`config.mk`:
```
export PLATFORM = sky130hd
export DESIGN_NAME = lcd_digit_driver
export DESIGN_NICKNAME = d
export VERILOG_FILES = /design/src/rtl/seg_lcd_pkg.sv /design/src/rtl/reset_release_sync.sv /design/src/rtl/digit_hold_reg.sv /design/src/rtl/segment_encoder.sv /design/src/rtl/backplane_divider.sv /design/src/rtl/lcd_digit_driver.sv
export SDC_FILE = /design/constraint.sdc
export NUM_CORES = 1
export LEC_CHECK = 0
export ABC_AREA = 1
export CORE_AREA = 3 3 45 47
export CTS_CLUSTER_SIZE = 25
export DETAILED_ROUTE_END_ITERATION = 12
export DIE_AREA = 0 0 48 50
export PLACE_DENSITY = 0.8
export SLEW_MARGIN = 15
export SYNTH_ARGS = -nofsm -noshare
export SYNTH_HDL_FRONTEND = slang
export SYNTH_SLANG_ARGS = --single-unit
```
`constraint.sdc`:
```
create_clock -name clk -period 1.01 [get_ports clk]
set_input_delay 0.202 -clock clk [delete_from_list [all_inputs] [get_ports clk]]
set_output_delay 0.202 -clock clk [all_outputs]
set_load 0.01 [all_outputs]
```
`src/rtl/seg_lcd_pkg.sv`:
```
package seg_lcd_pkg;
  localparam int DIGIT_W = 4;
  localparam int SEG_N   = 7;

  typedef logic [DIGIT_W-1:0] digit_t;
  typedef logic [SEG_N-1:0]   seg_vec_t;

  // Lit-segment set for a code; bit 0 = a ... bit 6 = g; non-decimal codes dark
  function automatic seg_vec_t glyph(input digit_t code);
    seg_vec_t lit;
    case (code)
      4'd0:    lit = 7'b0111111;
      4'd1:    lit = 7'b0000110;
      4'd2:    lit = 7'b1011011;
      4'd3:    lit = 7'b1001111;
      4'd4:    lit = 7'b1100110;
      4'd5:    lit = 7'b1101101;
      4'd6:    lit = 7'b1111101;
      4'd7:    lit = 7'b0000111;
      4'd8:    lit = 7'b1111111;
      4'd9:    lit = 7'b1101111;
      default: lit = '0;
    endcase
    return lit;
  endfunction
endpackage

```
`src/rtl/reset_release_sync.sv`:
```
module reset_release_sync #(
  parameter int STAGES = 2
) (
  input  logic clk,
  input  logic arst_n,
  output logic srst_n
);
  logic [STAGES-1:0] chain_q;
  logic [STAGES-1:0] chain_d;

  always_comb begin
    chain_d = {chain_q[STAGES-2:0], 1'b1};
  end

  always_ff @(posedge clk or negedge arst_n) begin
    if (!arst_n) chain_q <= '0;
    else         chain_q <= chain_d;
  end

  assign srst_n = chain_q[STAGES-1];
endmodule

```
`src/rtl/digit_hold_reg.sv`:
```
module digit_hold_reg
  import seg_lcd_pkg::*;
(
  input  logic   clk,
  input  logic   rst_n,
  input  logic   load_en,
  input  digit_t d_in,
  output digit_t d_q
);
  digit_t d_next;

  always_comb begin
    d_next = d_q;
    if (load_en) d_next = d_in;
  end

  always_ff @(posedge clk or negedge rst_n) begin
    if (!rst_n) d_q <= '0;
    else        d_q <= d_next;
  end
endmodule

```
`src/rtl/segment_encoder.sv`:
```
module segment_encoder
  import seg_lcd_pkg::*;
(
  input  digit_t   digit,
  input  logic     blank,
  input  logic     phase,
  output seg_vec_t drive
);
  seg_vec_t lit;

  always_comb begin
    lit   = blank ? '0 : glyph(digit);
    drive = lit ^ {SEG_N{phase}};
  end
endmodule

```
`src/rtl/backplane_divider.sv`:
```
module backplane_divider #(
  parameter int HALF_PERIOD = 8
) (
  input  logic clk,
  input  logic rst_n,
  output logic phase
);
  localparam int CNT_W = (HALF_PERIOD > 1) ? $clog2(HALF_PERIOD) : 1;
  localparam logic [CNT_W-1:0] LAST = CNT_W'(HALF_PERIOD - 1);

  logic [CNT_W-1:0] cnt_q, cnt_d;
  logic             ph_q, ph_d;
  logic             wrap;

  always_comb begin
    wrap  = (cnt_q == LAST);
    cnt_d = wrap ? '0 : cnt_q + 1'b1;
    ph_d  = ph_q;
    if (wrap) ph_d = ~ph_q;
  end

  always_ff @(posedge clk or negedge rst_n) begin
    if (!rst_n) begin
      cnt_q <= '0;
      ph_q  <= 1'b0;
    end else begin
      cnt_q <= cnt_d;
      ph_q  <= ph_d;
    end
  end

  assign phase = ph_q;
endmodule

```
`src/rtl/lcd_digit_driver.sv`:
```
module lcd_digit_driver
  import seg_lcd_pkg::*;
#(
  parameter int HALF_PERIOD = 8,
  parameter int SYNC_STAGES = 2
) (
  input  logic       clk,
  input  logic       rst_n,
  input  logic [3:0] bcd_in,
  input  logic       load_en,
  input  logic       blank,
  input  logic       phase_ext,
  input  logic       phase_sel_int,
  output logic [6:0] seg,
  output logic       backplane
);
  logic     rst_sync_n;
  digit_t   stored_q;
  logic     phase_int;
  logic     phase_pick;
  seg_vec_t seg_next;
  seg_vec_t seg_q;
  logic     bp_q;

  reset_release_sync #(.STAGES(SYNC_STAGES)) i_rst_sync (
    .clk    (clk),
    .arst_n (rst_n),
    .srst_n (rst_sync_n)
  );

  digit_hold_reg i_hold (
    .clk     (clk),
    .rst_n   (rst_sync_n),
    .load_en (load_en),
    .d_in    (bcd_in),
    .d_q     (stored_q)
  );

  backplane_divider #(.HALF_PERIOD(HALF_PERIOD)) i_div (
    .clk   (clk),
    .rst_n (rst_sync_n),
    .phase (phase_int)
  );

  always_comb begin
    phase_pick = phase_sel_int ? phase_int : phase_ext;
  end

  segment_encoder i_enc (
    .digit (stored_q),
    .blank (blank),
    .phase (phase_pick),
    .drive (seg_next)
  );

  always_ff @(posedge clk or negedge rst_sync_n) begin
    if (!rst_sync_n) begin
      seg_q <= '0;
      bp_q  <= 1'b0;
    end else begin
      seg_q <= seg_next;
      bp_q  <= phase_pick;
    end
  end

  assign seg       = seg_q;
  assign backplane = bp_q;
endmodule

```
==> results.md, run 1 <==
Pwr:
- In this run the power density over the cells is 1390 nW/um^2.
- Sequential cells burn 47.8% of the power.
- Of the total power, the share spent switching nets is 29.7%.
- VDD sags by at most 0.000947 V.
- The clock share of power is 26.3%.
- The internal power component is 1.19 mW.
- The net switching power figure is 0.503 mW.
- The fraction of power consumed by combinational cells is 25.9%.
- For this design the static power due to leakage is 0.588 nW.
- Overall power consumption after layout is estimated at 1.69 mW.

Synthesis:
- The commonest register cell after synthesis is sky130_fd_sc_hd__dfrtp_1.
- After synthesis, the share of flip-flops with an asynchronous set or reset is 100%.
- The number of nets handed over by synthesis was 108.
- The count of flip-flops with a built-in enable after synthesis is 0.
- The netlist uses 14 different library cells.
- The post-synthesis sequential area ratio is 53.7%.
- The synthesis warning total is 0.
- The synthesized design contains 18 register bits.
- Summing every instance area after synthesis gives 838 um^2.
- The post-synthesis cell count is 91.
- The average instance in the mapped netlist occupies 9.21 um^2.

Floorplanning:
- The number of placement rows is 15.
- For this configuration, the core starts out at a cell density of 49.6%.
- The number of placed I/O pins is 18.
- The core outline area is 1690 um^2.
- The floorplan step defined a die boundary enclosing 2400 um^2.
- The floorplan step set the die width to 48 um.
- The floorplan step set the die height to 50 um.

Global routing:
- The global routing met1 resource utilization is 20.4%.
- The global-route layer with the greatest usage is met2.
- Summed over all layers, the global routing overflow is 0.
- The total track usage is 17.8%.
- The initial antenna violation count is 0.
- Global routing consumed, on the met2 layer, 28.4% of the routing resources.
- For this run, global-route usage on met3 was measured as 5.47%.
- The global-route wire length before repair is 2970 um.
- The via count of the first global-routing pass is 710.
- Entering global routing, the biggest net connects 13 pins.

Placed design:
- Routability-driven placement finished with a final weighted congestion of 0.756.
- The placed instances occupy a cell area of 1120 um^2.
- The half-perimeter wire length after detailed placement is 1170 um.
- The number of buffer cells added on primary ports is 17.

Run status:
- The final reports fail on setup timing.
- The run finished, with violations left.

STA:
- The minimum setup slack in the final design is -0.200 ns.
- The number of pins exceeding their max-slew limit in the final report is 0.
- The clock arrives with 0.00649 ns of skew.
- The worst path uses 120% of the clock period.
- For this run, the top clock speed supported by timing is 827 MHz.
- The shortest clock period the worst path allows after layout is 1.21 ns.
- The tightest hold path in the finished design has a slack of 0.0458 ns.
- The final setup violation count is 7.
- Setup repair after global routing could not meet its margin everywhere.
- The total count of hold-check failures in the final report is 0.

Setup path:
- The startpoint identified for the worst register-to-register timing path is i_hold.d_q[1].
- The worst-case reg-to-reg path depth is 7.
- The reg-to-reg endpoint is seg[3].
- The top fanout value on the critical path is 6.
- The worst setup path is launched from a flop.
- Data on the critical path arrives at its endpoint at 1.40 ns.
- The register-to-register setup slack is -0.20 ns.
- The data required time at the worst endpoint is 1.20 ns.
- The critical path endpoint category is a flop.
- The category of the critical setup timing path is flop to flop.

CTS:
- For the worst-skew pair, the clock arrives at the later sink with an insertion delay of 0.30 ns.
- CTS saw 18 sinks.
- The number of buffers on the longest clock path is 2.
- TritonCTS built the clock tree.
- Hold repair after CTS inserted 0 buffers.
- CTS built an H-tree with a depth of 1.
- The CTS root buffer is sky130_fd_sc_hd__clkbuf_4.
- The register clock-pin slew on the reported worst setup and hold paths is 0.10 ns.
- TritonCTS created 3 clock buffers.

Finish:
- The net count reported at finish is 136.
- The filler cell count is 111.
- Of the cells placed in the final design, the portion with a size suffix greater than 1 is 40.7%.
- The antenna cell count is 0.
- The most common library cell in the layout ignoring fill and taps is sky130_fd_sc_hd__nand2_1.
- From synthesis to final layout, the design area changed by 44.9%.
- Leaving out fill and tap cells, the most frequent cells in the layout are sky130_fd_sc_hd__nand2_1 (23), sky130_fd_sc_hd__dfrtp_1 (17), sky130_fd_sc_hd__clkdlybuf4s50_1 (9).
- The design area is 1210 um^2.

Routing:
- The routed length per placed instance is 14.1 um.
- The ratio of routed vias to standard cells is 5.50.
- Summing over every cut layer, the via total after detailed routing is 743.
- The first TritonRoute pass finished after 5 iterations.
- The routed design has 1900 um of wire.
- In this run, the number of DRC markers left after iteration 0 of detailed routing was 17.
- The count of nets left with antenna violations once routing finished came out at 0.
- The number of remaining DRC errors is 0.

Worst hold path:
- The tightest min-delay check is of the primary input to asynchronous set/reset pin type.

Job:
- Max-cap violations in this run came to 0.
==> logic make-up (layout without fill, tap and decap cells) <==
group | count (synthesis) | in the layout | synth area share (%)
AO/OA/AOI/OAI | 6 | 6 | 4.03
XOR/XNOR | 2 | 2 | 2.09
buffers and inverters | 10 | 36 | 4.48
AND/OR/NAND/NOR | 47 | 48 | 24.8
adder cells (fa/ha/maj) | 7 | 7 | 10.4
other | 1 | 1 | 0.447
flip-flops | 18 | 18 | 53.7
==> layout make-up <==
class,instances,area (um^2),share of cell area (%)
clock buffer,4,36.3,2.99
inverter,10,40.0,3.30
sequential,18,452,37.2
tap,17,21.3,1.75
multi-input combinational,64,469,38.6
timing repair buffer,22,196,16.2
==> stage by stage <==
step | TNS (ns) | setup WS [ns] | util (%) | std cells
2_1_floorplan | -0.441 | -0.107 | - | 91
3_3_place_gp | -1.75 | -0.228 | 66.1 | 130
3_5_place_dp | -2.43 | -0.298 | 66.1 | 130
4_1_cts | -0.879 | -0.149 | 69.0 | 135
5_1_grt | -1.72 | -0.252 | 71.9 | 135
6_report | -1.15 | -0.200 | 71.9 | 135
==> synthesized netlist by cell type (2+ instances only) <==
cell type                 count  area [um^2]
sky130_fd_sc_hd__ha_1         7         87.6
sky130_fd_sc_hd__nand3_1     13         65.1
sky130_fd_sc_hd__inv_1        7         26.3
sky130_fd_sc_hd__o21ai_0      5         25.0
sky130_fd_sc_hd__inv_2        3         11.3
sky130_fd_sc_hd__xor2_1       2         17.5
sky130_fd_sc_hd__nor2_2       2         12.5
sky130_fd_sc_hd__nand2_1     29          109
sky130_fd_sc_hd__dfrtp_1     18          450
==> flip-flops by register name (all words and copies together) (netlist names) <==
name,cells
backplane,1
i_div.cnt_q,3
i_div.phase,1
i_hold.d_q,4
i_rst_sync.chain_q,2
seg,7
==> layer usage <==
layer  wire [um]  share of wire, %
met1         736                39
met2         986                52
met3         124               6.5
met4          57               3.0
met5           0                 0
==> worst max path at each step <==
stage	startpoint	endpoint	slack, ns	depth (start not counted)
floorplan	i_hold.d_q[1]	seg[3]	-0.11	7
global placement	phase_ext	seg[0]	-0.23	5
detailed placement	phase_sel_int	seg[6]	-0.30	5
CTS	i_hold.d_q[0]	seg[1]	-0.15	6
global route	i_hold.d_q[1]	seg[0]	-0.25	8
finish	i_hold.d_q[1]	seg[3]	-0.20	7
==> worst max-delay path, stage by stage, from the launching register on <==
cell and delay (ns):
sky130_fd_sc_hd__dfrtp_2 0.46, sky130_fd_sc_hd__inv_4 0.07, sky130_fd_sc_hd__ha_4 0.27, sky130_fd_sc_hd__nand2_4 0.06
sky130_fd_sc_hd__nand3_4 0.09, sky130_fd_sc_hd__nand2_2 0.05, sky130_fd_sc_hd__nand2_2 0.06, sky130_fd_sc_hd__nand2_1 0.06
==> power groups by stage <==
stage | Sequential, mW | Clock, mW | Combinational (mW)
after global placement | 0.821 | 0 | 0.379
final | 0.810 | 0.446 | 0.438
after floorplan | 0.851 | 0 | 0.173
after global routing | 0.818 | 0.470 | 0.479
after CTS | 0.808 | 0.445 | 0.394
after detailed placement | 0.822 | 0 | 0.393
==> what timing repair did <==
item / 4_1_cts / 5_1_grt
gates resized for setup: 45 / 9
endpoints found under the setup margin: 16 / 16
pin swaps: 7 / 5
cloned: 1 / 0
buffers inserted: 0 / 0
Power figures use the tool's default switching activity.
==> run 2, diff against run 1 <==
Settings changed: CORE_AREA 3 3 45 47 to 3 3 49 51, CTS_CLUSTER_DIAMETER set to 150, DIE_AREA 0 0 48 50 to 0 0 52 54, PLACE_DENSITY 0.8 to 0.72, RECOVER_POWER set to 100.
Clock period 1.01 ns to 1.1 ns, I/O delays scaled along.
==> run 2 against run 1 <==
Against the previous run: the flow still finishes with violations (setup timing); global-route usage down 4.1 points; combinational power decreased by 21%; highest routed layer unchanged; non-clock buffer count increased by 2; via count fell by 9.2%; wire length fell by 15%; final cell count up 8.1%.
==> results.md, run 2 (same netlist as run 1, synthesis figures left out) <==
Finish:
- The share of post-route cells with drive strength above 1 is 23.5%.
- The library cell used most frequently in the layout, excluding fill and tap cells, is sky130_fd_sc_hd__nand2_1.
- In the layout the commonest cells are sky130_fd_sc_hd__nand2_1 (27), sky130_fd_sc_hd__dfrtp_1 (18), sky130_fd_sc_hd__nand3_1 (11), sky130_fd_sc_hd__clkdlybuf4s50_1 (7), sky130_fd_sc_hd__clkbuf_1 (7).
- Excluding fillers, the count of instances in the completed layout stands at 146.
- The net count reported at finish is 138.
- The final design utilization is 56.9%.
- The synthesis-to-layout area growth is 34.6%.
- The antenna cell count is 0.
- The register with the most flip-flops in the layout has 7 of them.

Placed design:
- The number of buffer cells added on primary ports is 17.
- The congestion estimate from routability-driven global placement came to 0.835.
- The half-perimeter wire length after detailed placement is 1120 um.
- The total placed cells including tap cells is 141.

Routing:
- For this block, the routed nets add up to 1610 um of wire.
- The total vias in the final route is 675.
- The routed length per placed instance is 11.0 um.
- After detailed routing, the number of vias per cell comes to 4.62.
- The length of the first detailed-routing pass in iterations is 6.
- The detail route stage leaves a number of antenna-violating nets equal to 0.
- The violation count after the first detailed-route iteration is 9.
- In the routed design, unresolved DRC markers number 0.

Setup path:
- Data arrives at the worst endpoint at 1.36 ns.
- By instance count, the cell type seen most on the critical path is sky130_fd_sc_hd__nand2_1.
- Along the worst path, the maximum fanout reaches 5.
- The number of buffers and inverters on the critical path is 1.
- The data required time at the worst endpoint is 1.30 ns.
- The critical-path cell with the highest stage delay is sky130_fd_sc_hd__dfrtp_1.
- In this design, the stage delay of the slowest critical-path cell is 0.43 ns.
- Walking the worst path, the cells encountered are buf_6, nor2_2, nor2_2, nor2_4, nand2_1, nand2_1, nand2_1.
- The worst setup path is captured at a flop.
- The category of the critical setup timing path is flop to flop.
- The top cell family by delay on the critical path is simple AND/OR/NAND/NOR gates.
- The kind of start point of the critical path is a flop.

STA:
- Static timing analysis puts the maximum clock frequency at 859 MHz.
- Setup violations remaining at the end of the flow were counted as 7.
- The post-route fraction of the period consumed by the critical path is 106%.
- For the finished layout, the period the worst path requires is 1.16 ns.
- The total count of hold-check failures in the final report was 0.
- Setup repair after global routing could not meet its margin everywhere.
- Setup total negative slack on the finished layout was measured at -0.360 ns.
- The worst clock skew is 0.00593 ns.
- The minimum setup slack in the final design is -0.0644 ns.
- The number of pins exceeding their max-slew limit in the final report is 0.

Floorplanning:
- The die area is 2810 um^2.
- After floorplanning, the core was divided into 16 placement rows.
- The initial core utilization is 42.3%.
- The die is 54 um tall.
- The core outline area is 1980 um^2.
- In this run the count of I/O pins placed on the die edge is 18.
- From left edge to right edge, the die measures 52 um.

Pwr:
- Power spread over the standard cell area amounts to 1240 nW/um^2.
- The highest ir drop seen on vdd is 0.000951 V.
- The static leakage power is 0.568 nW.
- Total power for the finished layout comes to 1.40 mW.

Job:
- The total of max-cap violations is 0.

Global routing:
- The overall overflow remaining after global route is 0.
- Entering global routing, the biggest net connects 17 pins.
- The via count of the first global-routing pass is 632.
- Global routing used 13.7% of the available tracks.
- The global-route wire length before repair is 2660 um.
- The initial antenna violation count is 0.

CTS:
- The register clock-pin slew on the reported worst setup and hold paths is 0.10 ns.
- The number of levels the H-tree was split into is 1.
- Counting along the longest clock path gives a buffer depth of 2.
- The clock net in this run drives a total of 18 sinks.
- The clock insertion delay at the later pin of the skew report is 0.29 ns.
- The TritonCTS clock tree is done.
- TritonCTS created 3 clock buffers.
- The CTS root buffer is sky130_fd_sc_hd__clkbuf_4.

Worst hold path:
- The type of the most critical hold path is primary input to asynchronous set/reset pin.

Run status:
- The checks that failed: setup timing.
- The run finished, with violations left.
run 2: changes by cell type in the layout (fill, tap and decap cells not counted), moves of 2 or more:
cell and change:
sky130_fd_sc_hd__clkdlybuf4s50_1 -2, sky130_fd_sc_hd__ha_1 +4, sky130_fd_sc_hd__ha_4 -2, sky130_fd_sc_hd__nand3_2 -4, sky130_fd_sc_hd__clkbuf_1 +7, sky130_fd_sc_hd__nand2_1 +4
sky130_fd_sc_hd__nand2_2 -4, sky130_fd_sc_hd__clkbuf_2 +2, sky130_fd_sc_hd__buf_6 -2, sky130_fd_sc_hd__nand3_1 +5, sky130_fd_sc_hd__buf_2 -6, sky130_fd_sc_hd__dlygate4sd3_1 +2
sky130_fd_sc_hd__ha_2 -2
run 2: metal layers:
metal | up-vias | GRT usage, % | share of wire [%]
met5 | - | 0 | 0
met4 | 0 | 13.1 | 4.7
met3 | 9 | 2.77 | 6.2
met2 | 23 | 24.5 | 51
met1 | 298 | 12.9 | 38
li1 | 345 | - | -
run 2: final cells by class:
class / instances / area, um^2
fill: 178 / 853
clock buffer: 3 / 22.5
multi-input combinational: 64 / 397
timing repair buffer: 24 / 188
sequential: 18 / 450
inverter: 10 / 37.5
tap: 27 / 33.8
run 2: what timing repair did:
item	4_1_cts	5_1_grt
gates cloned	1	0
endpoints found under the setup margin	15	13
hold buffers	0	0
setup buffers	0	1
gates resized for setup	32	7
pin swaps	5	6
run 2: report_power, final:
part           switching [mW]  internal, mW  total, mW  leakage (nW)
combinational           0.196         0.149      0.344         0.337
sequential             0.0226         0.713      0.736         0.217
clock                   0.191         0.128      0.318        0.0138
total                   0.409         0.989       1.40         0.568
run 2: final timing paths:
kind	from	to	slack (ns)	cells after the start
max	i_hold.d_q[1]	seg[3]	-0.06	7
min	rst_n	i_rst_sync.chain_q[0]	0.15	1
max reg2reg	i_hold.d_q[1]	seg[3]	-0.06	7
min reg2reg	i_rst_sync.chain_q[1]	i_hold.d_q[3]	0.23	1
max in group asynchronous	i_rst_sync.chain_q[1]	seg[1]	0.59	1
min in group clk	i_rst_sync.chain_q[0]	i_rst_sync.chain_q[1]	0.36	0
run 2: per-stage QoR:
stage / hold WS, ns / cell area [um^2] / worst slack (ns)
floorplan: -0.0756 / 858 / -0.0329
global placement: 0.175 / 1120 / -0.149
detailed placement: 0.177 / 1120 / -0.173
CTS: 0.0784 / 1160 / -0.0551
global route: 0.123 / 1130 / -0.139
finish: 0.148 / 1130 / -0.0644
run 2: worst reg2reg max path, stage by stage, from the launching register on:
cell and delay, ns:
sky130_fd_sc_hd__dfrtp_1 0.43, sky130_fd_sc_hd__buf_6 0.14, sky130_fd_sc_hd__nor2_2 0.10, sky130_fd_sc_hd__nor2_2 0.08
sky130_fd_sc_hd__nor2_4 0.15, sky130_fd_sc_hd__nand2_1 0.08, sky130_fd_sc_hd__nand2_1 0.05, sky130_fd_sc_hd__nand2_1 0.05
